==> src/rtl/irqc_pkg.sv <==
package irqc_pkg;
    localparam int BUS_W = 32;
    localparam int BE_W  = BUS_W / 8;

    typedef enum logic [0:0] {
        IRQ_QUIET  = 1'b0,
        IRQ_RAISED = 1'b1
    } irq_state_e;
endpackage

==> src/rtl/irqc_status_reg.sv <==
module irqc_status_reg
    import irqc_pkg::*;
#(
    parameter logic [BUS_W-1:0] IMPL_MASK = '1
) (
    input  logic             clk,
    input  logic             rst_n,
    input  logic             wr,
    input  logic [BUS_W-1:0] wdata,
    input  logic [BUS_W-1:0] lane_bits,
    input  logic [BUS_W-1:0] src_ext,
    output logic [BUS_W-1:0] status_q
);
    logic [BUS_W-1:0] acked;
    logic [BUS_W-1:0] status_d;

    always_comb begin
        acked = status_q;
        if (wr) begin
            // Only enabled lanes see the AND; a zero bit there clears.
            acked = status_q & ~(lane_bits & ~wdata);
        end
        // New requests are merged last so they win over a clear.
        status_d = (acked | src_ext) & IMPL_MASK;
    end

    always_ff @(posedge clk or negedge rst_n) begin
        if (!rst_n) begin
            status_q <= '0;
        end else begin
            status_q <= status_d;
        end
    end

    p_src_sets_r4: assert property (@(posedge clk) disable iff (!rst_n)
        (src_ext != '0) |=> ((status_q & $past(src_ext)) == $past(src_ext)));

    p_no_stray_set_r2: assert property (@(posedge clk) disable iff (!rst_n)
        1'b1 |=> ((status_q & ~$past(status_q) & ~$past(src_ext)) == '0));
endmodule

==> src/rtl/irqc_mask_reg.sv <==
module irqc_mask_reg
    import irqc_pkg::*;
#(
    parameter logic [BUS_W-1:0] IMPL_MASK = '1
) (
    input  logic             clk,
    input  logic             rst_n,
    input  logic             wr,
    input  logic [BUS_W-1:0] wdata,
    input  logic [BUS_W-1:0] lane_bits,
    output logic [BUS_W-1:0] mask_q,
    output logic [BUS_W-1:0] mask_d
);
    always_comb begin
        mask_d = mask_q;
        if (wr) begin
            mask_d = ((mask_q & ~lane_bits) | (wdata & lane_bits)) & IMPL_MASK;
        end
    end

    always_ff @(posedge clk or negedge rst_n) begin
        if (!rst_n) begin
            mask_q <= '0;
        end else begin
            mask_q <= mask_d;
        end
    end

    p_mask_hold_r3: assert property (@(posedge clk) disable iff (!rst_n)
        !wr |=> $stable(mask_q));

    p_mask_lanes_kept_r5: assert property (@(posedge clk) disable iff (!rst_n)
        wr |=> ((mask_q & ~$past(lane_bits)) == ($past(mask_q) & ~$past(lane_bits))));
endmodule

==> src/rtl/irqc_req_fsm.sv <==
module irqc_req_fsm
    import irqc_pkg::*;
(
    input  logic clk,
    input  logic rst_n,
    input  logic pending_any,
    output logic cpu_irq
);
    irq_state_e state_q;
    irq_state_e state_d;

    always_ff @(posedge clk or negedge rst_n) begin
        if (!rst_n) begin
            state_q <= IRQ_QUIET;
        end else begin
            state_q <= state_d;
        end
    end

    always_comb begin
        state_d = state_q;
        unique case (state_q)
            IRQ_QUIET:  if (pending_any)  state_d = IRQ_RAISED;
            IRQ_RAISED: if (!pending_any) state_d = IRQ_QUIET;
            default:    state_d = IRQ_QUIET;
        endcase
    end

    always_comb begin
        cpu_irq = (state_q == IRQ_RAISED);
    end

    p_irq_raise_r6: assert property (@(posedge clk) disable iff (!rst_n)
        pending_any |=> cpu_irq);

    p_irq_drop_r6: assert property (@(posedge clk) disable iff (!rst_n)
        !pending_any |=> !cpu_irq);
endmodule

==> src/rtl/irqc_ctrl.sv <==
module irqc_ctrl
    import irqc_pkg::*;
#(
    parameter int                NUM_SRC    = 20,
    parameter int                ADDR_W     = 8,
    parameter logic [ADDR_W-1:0] STATUS_OFS = 8'h70,
    parameter logic [ADDR_W-1:0] MASK_OFS   = 8'h74
) (
    input  logic               clk,
    input  logic               rst_n,
    input  logic [ADDR_W-1:0]  reg_addr,
    input  logic               reg_wr,
    input  logic [BUS_W-1:0]   reg_wdata,
    input  logic [BE_W-1:0]    reg_be,
    output logic [BUS_W-1:0]   reg_rdata,
    input  logic [NUM_SRC-1:0] src_req,
    output logic               cpu_irq,
    output logic               irq_recheck
);
    localparam logic [BUS_W-1:0] IMPL_MASK =
        (NUM_SRC >= BUS_W) ? {BUS_W{1'b1}} : ((BUS_W'(1) << NUM_SRC) - BUS_W'(1));

    logic [BUS_W-1:0] lane_bits;
    logic [BUS_W-1:0] src_ext;
    logic [BUS_W-1:0] status_q;
    logic [BUS_W-1:0] mask_q;
    logic [BUS_W-1:0] mask_d;
    logic             wr_status;
    logic             wr_mask;
    logic             pending_any;
    logic             recheck_q;

    for (genvar b = 0; b < BUS_W; b++) begin : g_lane
        assign lane_bits[b] = reg_be[b / 8];
    end

    always_comb begin
        src_ext = '0;
        src_ext[NUM_SRC-1:0] = src_req;
    end

    assign wr_status   = reg_wr && (reg_addr == STATUS_OFS);
    assign wr_mask     = reg_wr && (reg_addr == MASK_OFS);
    assign pending_any = |(status_q & mask_q);

    irqc_status_reg #(.IMPL_MASK(IMPL_MASK)) u_status (
        .clk       (clk),
        .rst_n     (rst_n),
        .wr        (wr_status),
        .wdata     (reg_wdata),
        .lane_bits (lane_bits),
        .src_ext   (src_ext),
        .status_q  (status_q)
    );

    irqc_mask_reg #(.IMPL_MASK(IMPL_MASK)) u_mask (
        .clk       (clk),
        .rst_n     (rst_n),
        .wr        (wr_mask),
        .wdata     (reg_wdata),
        .lane_bits (lane_bits),
        .mask_q    (mask_q),
        .mask_d    (mask_d)
    );

    irqc_req_fsm u_fsm (
        .clk         (clk),
        .rst_n       (rst_n),
        .pending_any (pending_any),
        .cpu_irq     (cpu_irq)
    );

    // Recheck compares the incoming mask with what is pending right now.
    always_ff @(posedge clk or negedge rst_n) begin
        if (!rst_n) begin
            recheck_q <= 1'b0;
        end else begin
            recheck_q <= wr_mask && ((status_q & mask_d) != '0);
        end
    end

    assign irq_recheck = recheck_q;

    always_comb begin
        if (reg_addr == STATUS_OFS) begin
            reg_rdata = status_q;
        end else if (reg_addr == MASK_OFS) begin
            reg_rdata = mask_q;
        end else begin
            reg_rdata = '0;
        end
    end

    p_recheck_cause_r7: assert property (@(posedge clk) disable iff (!rst_n)
        irq_recheck |-> $past(wr_mask));

    p_unused_bits_zero_r8: assert property (@(posedge clk) disable iff (!rst_n)
        ((status_q | mask_q) & ~IMPL_MASK) == '0);
endmodule

==> config.mk <==
export PLATFORM = sky130hd
export DESIGN_NAME = irqc_ctrl
export DESIGN_NICKNAME = d
export VERILOG_FILES = /design/src/rtl/irqc_pkg.sv /design/src/rtl/irqc_status_reg.sv /design/src/rtl/irqc_mask_reg.sv /design/src/rtl/irqc_req_fsm.sv /design/src/rtl/irqc_ctrl.sv
export SDC_FILE = /design/constraint.sdc
export NUM_CORES = 1
export LEC_CHECK = 0
export BUFFER_PORTS_ARGS = -buffer_cell sky130_fd_sc_hd__buf_4
export CAP_MARGIN = 30
export CORE_MARGIN = 1
export CORE_UTILIZATION = 51
export CTS_BUF_LIST = sky130_fd_sc_hd__clkbuf_4
export CTS_CLUSTER_DIAMETER = 80
export DETAILED_ROUTE_END_ITERATION = 8
export HOLD_SLACK_MARGIN = 0.08
export PLACE_DENSITY_LB_ADDON = 0.12
export SLEW_MARGIN = 25
export SYNTH_ARGS = -nofsm -noshare
export SYNTH_HDL_FRONTEND = slang
export SYNTH_HIERARCHICAL = 1
export SYNTH_SLANG_ARGS = --single-unit
==> constraint.sdc <==
create_clock -name clk -period 1.7 [get_ports clk]
set_input_delay 0.17 -clock clk [delete_from_list [all_inputs] [get_ports clk]]
set_output_delay 0.17 -clock clk [all_outputs]
set_load 0.005 [all_outputs]
# Word level (Yosys, flattened, before mapping)
# Cells that the tools add are included.
# op_classes
n_reduce_logical	5
mux	5
eq_ne	2
bitwise	11
# ops
op	n
2-to-1 mux 32 bit	3
bitwise AND 20 bit	4
bitwise AND 20 x 32 -> 32 bit	2
NOT 20 bit	3
OR 20 bit	2
nonzero test 32 bit	1
OR reduction 32 bit	1
2-to-1 mux 20 bit	1
equality test 8 x 7 -> 1 bit, second input constant	2
logical AND 1 bit	3
2-to-1 mux 1 bit	1
# word_totals
in_bits	67
ff_bits	54
out_inout_bits	34
elab_cells	27

# Logic depth before layout (Yosys ltp)
# Gate-level depths: netlist of the first run.
# logic_depth
depth_word	7
mapped_depth	10
depth_no_buf	9

# Cells and area by module
# Netlist of the first run, hierarchy kept.
# modules_own_cells
mod	cells_per_inst	n_inst	area_each_um2	seq_area_each_um2
irqc_mask_reg	87	1	1275.0	800.8
irqc_status_reg	94	1	883.3	500.5
irqc_ctrl	89	1	765.7	25.0
irqc_req_fsm	1	1	25.0	25.0

# Least setup slack after synthesis of the first run
# OpenSTA, ideal clock, no wires.
# synth_timing
kind	input port to flip-flop
from	input port reg_addr[7]
to	register recheck_q, in the netlist irq_recheck
stages	10
required_time_ns	1.576
n_path_buf	1
slack_ns	-0.446
arrival_ns	2.022
setup_time_ns	0.124
path_cell_list	nand4b_1 > nor4_2 > and3_2 > buf_6 > nand2_1 > mux2_4 > a22o_1 > a221oi_1 > nand4_1 > o31a_1
# synth_between
elab_chain_cells	6
# synth_rtl
element	line	rtl
start, declared	irqc_ctrl.sv:11	input logic [ADDR_W-1:0] reg_addr,
equality test 8 x 7 -> 1 bit	irqc_ctrl.sv:43	assign wr_mask = reg_wr && (reg_addr == MASK_OFS);
logical AND 1 bit	irqc_ctrl.sv:43	
net wr_mask	irqc_ctrl.sv:29	logic wr_mask;
2-to-1 mux 32 bit	irqc_mask_reg.sv:16	if (wr) begin
net mask_d[4]	irqc_ctrl.sv:27	logic [BUS_W-1:0] mask_d;
bitwise AND 20 x 32 -> 32 bit	irqc_ctrl.sv:78	recheck_q <= wr_mask && ((status_q & mask_d) != '0);
nonzero test 32 bit	irqc_ctrl.sv:78	
logical AND 1 bit	irqc_ctrl.sv:78	
end signal, assigned	irqc_ctrl.sv:78	
end, declared	irqc_ctrl.sv:31	logic recheck_q;
# The timed path passes the listed nets, and every way through them passes these cells.

# Worst setup path in the final report of the first run
# Same ends and word-level chain as after synthesis.

==> impl_summary.log, run 1 <==
[metrics] maximum clock insertion buffer count: 2
[metrics] terminus of the critical flop-to-flop path: irq_recheck$_DFF_PN0_
[metrics] vias in the first global route: between 2000 and 3000
[metrics] total overflow reported by the global router: 0
[metrics] violations in the final reports: setup timing
[metrics] Crit path required time: about 2000 ps
[metrics] latest clock arrival within the worst-skew pair: 370 ps
[metrics] RSZ-0062 raised after global routing: true
[metrics] Max-slew headroom: a little over half
[metrics] Worst Skew: 11.7 ps
[metrics] final cycle utilization of the critical path: 124%
[metrics] row count: 27
[metrics] Avg Cell Area, Syn: between 10 and 15 µm²
[metrics] Sequential cell area: 0.00135 mm²
[metrics] Hold Crit Class: input pin to flip-flop
[metrics] clock buffer count from CTS: 5
[metrics] post-synthesis instance total: between 200 and 300
[metrics] maximum level of the CTS H-tree: 2
[metrics] effective utilization at floorplan: approximately 53%
[metrics] horizontal extent of the die: approximately 78 µm
[metrics] count of buffers inserted at the top-level ports: 87
[metrics] overall power after layout: 2.25 mW
[metrics] count of antenna diodes in the layout: 0
[metrics] status: finished with violations
[metrics] Power per Cell Area: between 500 and 600 mW/mm²
[metrics] cell area after synthesis: 0.00295 mm²
[metrics] Critical Path Fanout Max: 5
[metrics] number of antenna violations at the first check in global routing: 0
[metrics] worst setup path class: input pin to flip-flop
[metrics] total number of nets in the final design: around 480
[metrics] clock edge transition at the registers on the reported setup and hold paths: about 160 ps
[metrics] hold worst-path end: u_mask/mask_q[3]$_DFF_PN0_
[metrics] reported leakage power: roughly 2.0 nW
[metrics] fraction of layout cells with a size suffix above 1: between 30% and 40%
[metrics] Worst Max-Slew Pin Slew: 683 ps
[metrics] I/O pin total: between 100 and 150
[metrics] wire length after detailed routing: 8.71 mm
[metrics] post-detail-place hpwl: between 5 and 6 mm
[metrics] routed wire length per instance: between 15 and 20 µm
[metrics] master cell of the clock root buffer: sky130_fd_sc_hd__clkbuf_4
[metrics] number of inserted filler cells in the final layout: 395
[metrics] DIE AREA: ~0.006 mm²
[metrics] area inside the core boundary: 0.00554 mm²
[metrics] largest net degree at the start of global routing: 55
[metrics] Setup crit end kind: flip-flop
[metrics] violation count after the first detailed-route iteration: 210
[metrics] Worst Setup Start Kind: input pin
[metrics] setup ws final: -412 ps
[metrics] DRC errors left: 0
[metrics] TritonCTS clock tree: yes
[metrics] Final ANT Viol Nets: 0
[metrics] drt pass-1 iters: 4
[metrics] Placer Congestion: a little over 0.8
[metrics] routed via count divided by cell count: 5.69
[metrics] number of max-slew violations in the final report: 0
[metrics] clock network power share: ~25%
[metrics] post-route minimum period: between 2000 and 2500 ps
[metrics] highest clock frequency the design can meet: around 0.47 GHz
[metrics] hold path cells: 2
[metrics] internal power: between 1.5 and 2 mW
[metrics] first-pass GRT wire length: ~14 mm
[metrics] startpoint of the most critical register-to-register path: u_mask/mask_q[3]$_DFF_PN0_
[metrics] detailed-route via count: 2784
[metrics] total number of yosys warnings: 6
[metrics] register-to-register path setup slack: -20 ps
[metrics] Worst Reg2Reg Path Length in Cells: 5
[metrics] vertical die dimension: slightly below 80 µm
[metrics] area of the multi-input gates: 0.00145 mm²
[metrics] IR Drop Worst-Case VDD: ~480 µV
[metrics] share of power burned in combinational logic: approximately 17%
[metrics] Max-Cap Viols: 0
[metrics] sequential cell fraction of total power: 58.6%
[metrics] Fin Setup TNS: -453 ps
[metrics] worst hold start: reg_wdata[3]
[metrics] Switch Pwr: around 0.58 mW
[metrics] crit path DAT: approximately 2400 ps
[metrics] area growth from synthesis to final layout: 44.0%
[metrics] number of setup violations in the final report: 2
[metrics] Final Hold Viols: 0
[metrics] switching fraction of total power: roughly a quarter
[metrics] clock sink total: 54
[metrics] overall fraction of global-route tracks in use: 30.0%
==> through the flow <==
stage | setup WS [ps] | utilization (%) | hold WS, ps | cell area, µm² | cells
global route | -462 | 76.6 | 22.0 | 4240 | 489
finish | -412 | 76.6 | 57.7 | 4240 | 489
floorplan | -430 | - | -126 | 2990 | 281
detailed placement | -834 | 65.9 | 256 | 3650 | 431
CTS | -366 | 75.6 | 40.6 | 4190 | 487
global placement | -821 | 65.9 | 264 | 3650 | 431
==> cell type report <==
| cell class | count | area share, % |
|---|---|---|
| repair buffers | 152 | 30.5 |
| clock buffers | 5 | 0.885 |
| multi-input cells | 203 | 34.3 |
| flip-flops and latches | 54 | 31.9 |
| well taps | 72 | 2.12 |
| clock inverters | 3 | 0.383 |
==> routing by layer <==
metal	up-vias	wire (µm)	global-route usage [%]
met4	0	129	7.41
li1	1298	-	-
met3	13	617	5.29
met5	-	0	0
met1	1336	3630	39.5
met2	137	4330	51.2
==> cells in the final DEF, fill, tap and decap left out, types with 2 or more instances in the layout <==
cell type and n:
sky130_fd_sc_hd__buf_4 102, sky130_fd_sc_hd__and2b_1 4, sky130_fd_sc_hd__a22o_1 36, sky130_fd_sc_hd__a221oi_2 3, sky130_fd_sc_hd__conb_1 12, sky130_fd_sc_hd__a31oi_1 19
sky130_fd_sc_hd__a22oi_1 24, sky130_fd_sc_hd__dfrtp_1 54, sky130_fd_sc_hd__mux2_2 2, sky130_fd_sc_hd__clkbuf_4 5, sky130_fd_sc_hd__nor2_1 38, sky130_fd_sc_hd__buf_6 3
sky130_fd_sc_hd__nand4_1 7, sky130_fd_sc_hd__nand2_1 19, sky130_fd_sc_hd__buf_12 2, sky130_fd_sc_hd__dlygate4sd3_1 44, sky130_fd_sc_hd__mux2_4 18, sky130_fd_sc_hd__nor2b_1 8
==> worst max-delay path, stage by stage <==
cell                       delay [ps]
sky130_fd_sc_hd__buf_4            100
sky130_fd_sc_hd__nand4b_1         210
sky130_fd_sc_hd__nor4_4           260
sky130_fd_sc_hd__and3_4           320
sky130_fd_sc_hd__buf_4            140
sky130_fd_sc_hd__buf_4            100
sky130_fd_sc_hd__nand2_1           60
sky130_fd_sc_hd__mux2_4           310
sky130_fd_sc_hd__a221oi_1         310
sky130_fd_sc_hd__nand4_1          150
sky130_fd_sc_hd__o31a_1           260
==> power groups by stage <==
| stage | combinational [mW] | sequential, mW | clock, mW |
|---|---|---|---|
| 2_1_floorplan | 0.106 | 1.34 | 0 |
| 3_3_place_gp | 0.277 | 1.34 | 0 |
| 3_5_place_dp | 0.282 | 1.34 | 0 |
| 4_1_cts | 0.361 | 1.32 | 0.569 |
| 5_1_grt | 0.405 | 1.32 | 0.629 |
| 6_report | 0.374 | 1.32 | 0.558 |
==> worst max path at each step <==
stage,start,end
floorplan,reg_addr[7],irq_recheck$_DFF_PN0_
global placement,reg_addr[7],irq_recheck$_DFF_PN0_
detailed placement,reg_addr[7],irq_recheck$_DFF_PN0_
CTS,reg_addr[7],irq_recheck$_DFF_PN0_
global route,reg_addr[7],irq_recheck$_DFF_PN0_
finish,reg_addr[7],irq_recheck$_DFF_PN0_
==> state kept, by name, summed over array words and instances (netlist names) <==
register	cells
u_mask/mask_q	32
u_status/status_q	20
irq_recheck	1
u_fsm/cpu_irq	1
==> repair_timing <==
item	4_1_cts	5_1_grt
buffers inserted	4	0
pin swaps	1	0
gates resized for setup	2	10
cloned	1	0
setup endpoints to repair	1	24
endpoints found under the hold margin	94	3
hold buffers	43	2
No activity file was read; power rests on OpenSTA's default activity.
==> run 2, diff against run 1 <==
ABC_AREA = 1   (was unset)
==> run 2 against run 1 <==
Net effect:
- the run still ends with setup timing left
- synthesized cell count rose by 110%
- sequential share of layout area down 4.0 points
- die area is 23% higher
- clock power up 0.7%
- wire length up 11%
- first-iteration DRC count shrank 31%
- cell count rose by 64%
- combinational power is 12% higher
- sequential power about the same
- critical path type unchanged
- critical endpoint is now u_status/status_q[0]$_DFF_PN0_
- largest cell class unchanged
==> impl_summary.log, run 2 <==
[metrics] status: finished with violations
[metrics] violations in the final reports: setup timing
[metrics] Critical Path Fanout Max: 5 (unchanged)
[metrics] routed wire length per instance: 12.0 µm (-33%)
[metrics] most used cells in the layout excluding fill and tap cells: 225 x sky130_fd_sc_hd__nand2_1, 115 x sky130_fd_sc_hd__inv_1, 107 x sky130_fd_sc_hd__buf_4
[metrics] Placer Congestion: 0.790 (-4.6%)
[metrics] total number of yosys warnings: 6 (unchanged)
[metrics] number of max-slew violations in the final report: 0 (unchanged)
[metrics] TritonCTS clock tree: yes
[metrics] largest net degree at the start of global routing: 55 (unchanged)
[metrics] latest clock arrival within the worst-skew pair: 380 ps (about the same)
[metrics] number of inserted filler cells in the final layout: 628 (+59%)
[metrics] startpoint of the most critical register-to-register path: u_mask/mask_q[1]$_DFF_PN0_
[metrics] final cycle utilization of the critical path: 101% (-23 points)
[metrics] number of antenna violations at the first check in global routing: 0 (unchanged)
[metrics] total number of nets in the final design: 774 (+60%)
[metrics] worst path cell trace: buf_4 > or2_4 > buf_4 > nor3_4 > and3_4 > nand3_2 > nand2_1 > nand2_1 > dlygate4sd3_1
[metrics] count of buffer and inverter cells on the critical path: 3 (unchanged)
[metrics] worst hold start: reg_wdata[5]
[metrics] fraction of layout cells with a size suffix above 1: 19.2% (-15 points)
[metrics] IR Drop Worst-Case VDD: 263 µV (-45%)
[metrics] Final ANT Viol Nets: 0 (unchanged)
[metrics] Fin Setup TNS: -17.6 ps (+436 ps)
[metrics] RSZ-0062 raised after global routing: true
[metrics] highest clock frequency the design can meet: 0.582 GHz (+23%)
[metrics] count of buffers inserted at the top-level ports: 87 (unchanged)
[metrics] Worst Max-Slew Pin Slew: 695 ps (+12.0 ps)
[metrics] post-synthesis instance total: 575 (+110%)
[metrics] Critical Path Max Stage Delay: 540 ps (+220 ps)
[metrics] first-pass GRT wire length: 15.5 mm (+11%)
[metrics] Hold Crit Class: input pin to flip-flop
[metrics] Largest delay share family, worst path: simple AND/OR/NAND/NOR gates
[metrics] detailed-route via count: 3896 (+40%)
[metrics] clock sink total: 54 (unchanged)
[metrics] drt pass-1 iters: 5 (+1)
[metrics] cell area after synthesis: 0.00365 mm² (+24%)
[metrics] share of power burned in combinational logic: 17.9% (+1.3 points)
[metrics] clock edge transition at the registers on the reported setup and hold paths: 160 ps (about the same)
[metrics] horizontal extent of the die: 86.7 µm (+11%)
[metrics] crit path DAT: 2010 ps (-380 ps)
[metrics] Power per Cell Area: 481 mW/mm² (-9.5%)
[metrics] total overflow reported by the global router: 0 (unchanged)
[metrics] DRC errors left: 0 (unchanged)
[metrics] Setup crit end kind: flip-flop
[metrics] area inside the core boundary: 0.00687 mm² (+24%)
[metrics] Avg Cell Area, Syn: 6.36 µm² (-42%)
[metrics] register-to-register path setup slack: 400 ps (+420 ps)
[metrics] setup ws final: -17.6 ps (+394 ps)
[metrics] reported leakage power: 3.07 nW (+53%)
[metrics] overall fraction of global-route tracks in use: 26.0% (-4.0 points)
[metrics] vias in the first global route: 3584 (+26%)
[metrics] leading cell type in the layout, fill and taps excluded: sky130_fd_sc_hd__nand2_1
[metrics] Switch Pwr: 0.658 mW (+14%)
[metrics] max reg flops: 32 (unchanged)
[metrics] Worst Setup Start Kind: input pin
[metrics] Sequential cell area: 0.00135 mm² (unchanged)
[metrics] Max-slew headroom: 53.6% (-0.80 points)
[metrics] maximum level of the CTS H-tree: 2 (unchanged)
[metrics] DIE AREA: 0.00751 mm² (+23%)
[metrics] post-layout instance count excluding filler cells: 803 (+64%)
[metrics] area of the multi-input gates: 0.00169 mm² (+16%)
[metrics] row count: 30 (+11%)
[metrics] vertical die dimension: 86.7 µm (+11%)
[metrics] Crit path required time: 1990 ps (about the same)
[metrics] Final Hold Viols: 0 (unchanged)
[metrics] internal power: 1.67 mW (-0.24%)
[metrics] maximum clock insertion buffer count: 2 (unchanged)
[metrics] clock buffer count from CTS: 5 (unchanged)
[metrics] register with the highest flop count: u_mask/mask_q
[metrics] registers with the highest flip-flop counts: u_mask/mask_q x32, u_status/status_q x20
[metrics] post-route minimum period: 1720 ps (-394 ps)
[metrics] I/O pin total: 101 (unchanged)
[metrics] area growth from synthesis to final layout: 32.7%
[metrics] violation count after the first detailed-route iteration: 145 (-31%)
[metrics] cell count after placement: 757 (+76%)
[metrics] master cell of the clock root buffer: sky130_fd_sc_hd__clkbuf_4
[metrics] worst setup path class: input pin to flip-flop
[metrics] wire length after detailed routing: 9.64 mm (+11%)
[metrics] routed via count divided by cell count: 4.85 (-15%)
[metrics] Max-Cap Viols: 0 (unchanged)
[metrics] number of setup violations in the final report: 1 (-1)
[metrics] clock network power share: 24.1% (-0.7 points)
[metrics] post-detail-place hpwl: 6.38 mm (+11%)
[metrics] Worst Skew: 8.05 ps (-3.69 ps)
[metrics] sequential cell fraction of total power: 58.0% (-0.6 points)
[metrics] effective utilization at floorplan: 53.2% (about the same)
[metrics] switching fraction of total power: 28.2% (+2.7 points)
[metrics] CP max-delay cell: sky130_fd_sc_hd__dlygate4sd3_1
[metrics] count of antenna diodes in the layout: 0 (unchanged)
[metrics] launch point of the critical path: reg_addr[0]
[run 2: layout make-up]
class	count	area share, %
Timing Repair Buffer	146	24.8
Inverter	116	8.98
Clock buffer	5	0.774
Tap cell	96	2.48
Clock inverter	2	0.206
Multi-Input combinational cell	384	34.9
Sequential cell	54	27.9
[run 2: power groups by stage]
stage	Combinational (mW)	Sequential (mW)	Clock, mW
after floorplan	0.175	1.37	0
after global placement	0.335	1.37	0
after detailed placement	0.342	1.38	0
after CTS	0.403	1.35	0.570
after global routing	0.466	1.36	0.618
final	0.418	1.35	0.562
[run 2: worst paths after layout]
| path | endpoint | depth (start not counted) |
|---|---|---|
| min in group asynchronous | u_mask/mask_q[26]$_DFF_PN0_ | 2 |
| max in group asynchronous | u_mask/mask_q[15]$_DFF_PN0_ | 2 |
| max | u_status/status_q[0]$_DFF_PN0_ | 9 |
| min reg2reg | u_mask/mask_q[23]$_DFF_PN0_ | 2 |
| min | u_status/status_q[5]$_DFF_PN0_ | 5 |
| max reg2reg | irq_recheck$_DFF_PN0_ | 10 |
[run 2: routing by layer]
layer,up-vias,part of all wire [%],track usage [%]
li1,1959,-,-
met1,1804,44,32.8
met2,123,50,46.9
met3,10,5.6,3.33
met4,0,1.1,6.52
met5,-,0,0
[run 2: worst min-delay path, stage by stage]
cell and delay [ps]:
sky130_fd_sc_hd__buf_4 80, sky130_fd_sc_hd__inv_1 30, sky130_fd_sc_hd__nand3_1 50, sky130_fd_sc_hd__nand2_1 50, sky130_fd_sc_hd__nand2_1 50
[run 2: stage by stage]
step                      instance area (µm²)  setup slack (ps)  utilization [%]  hold slack, ps  power [mW]
after floorplan                          3700             -68.9                -            -126        1.54
after global placement                   4380              -245             63.7             277        1.71
after detailed placement                 4380              -296             63.7             266        1.72
after CTS                                4820              11.7             70.2            81.3        2.33
after global routing                     4850             -82.1             70.6            83.9        2.44
final                                    4850             -17.6             70.6            63.3        2.33
[run 2: repair_timing]
item,CTS,global route
hold endpoints to repair,80,0
setup endpoints to repair,0,15
hold buffers,40,0
buffers inserted,0,5
gates resized for setup,0,13
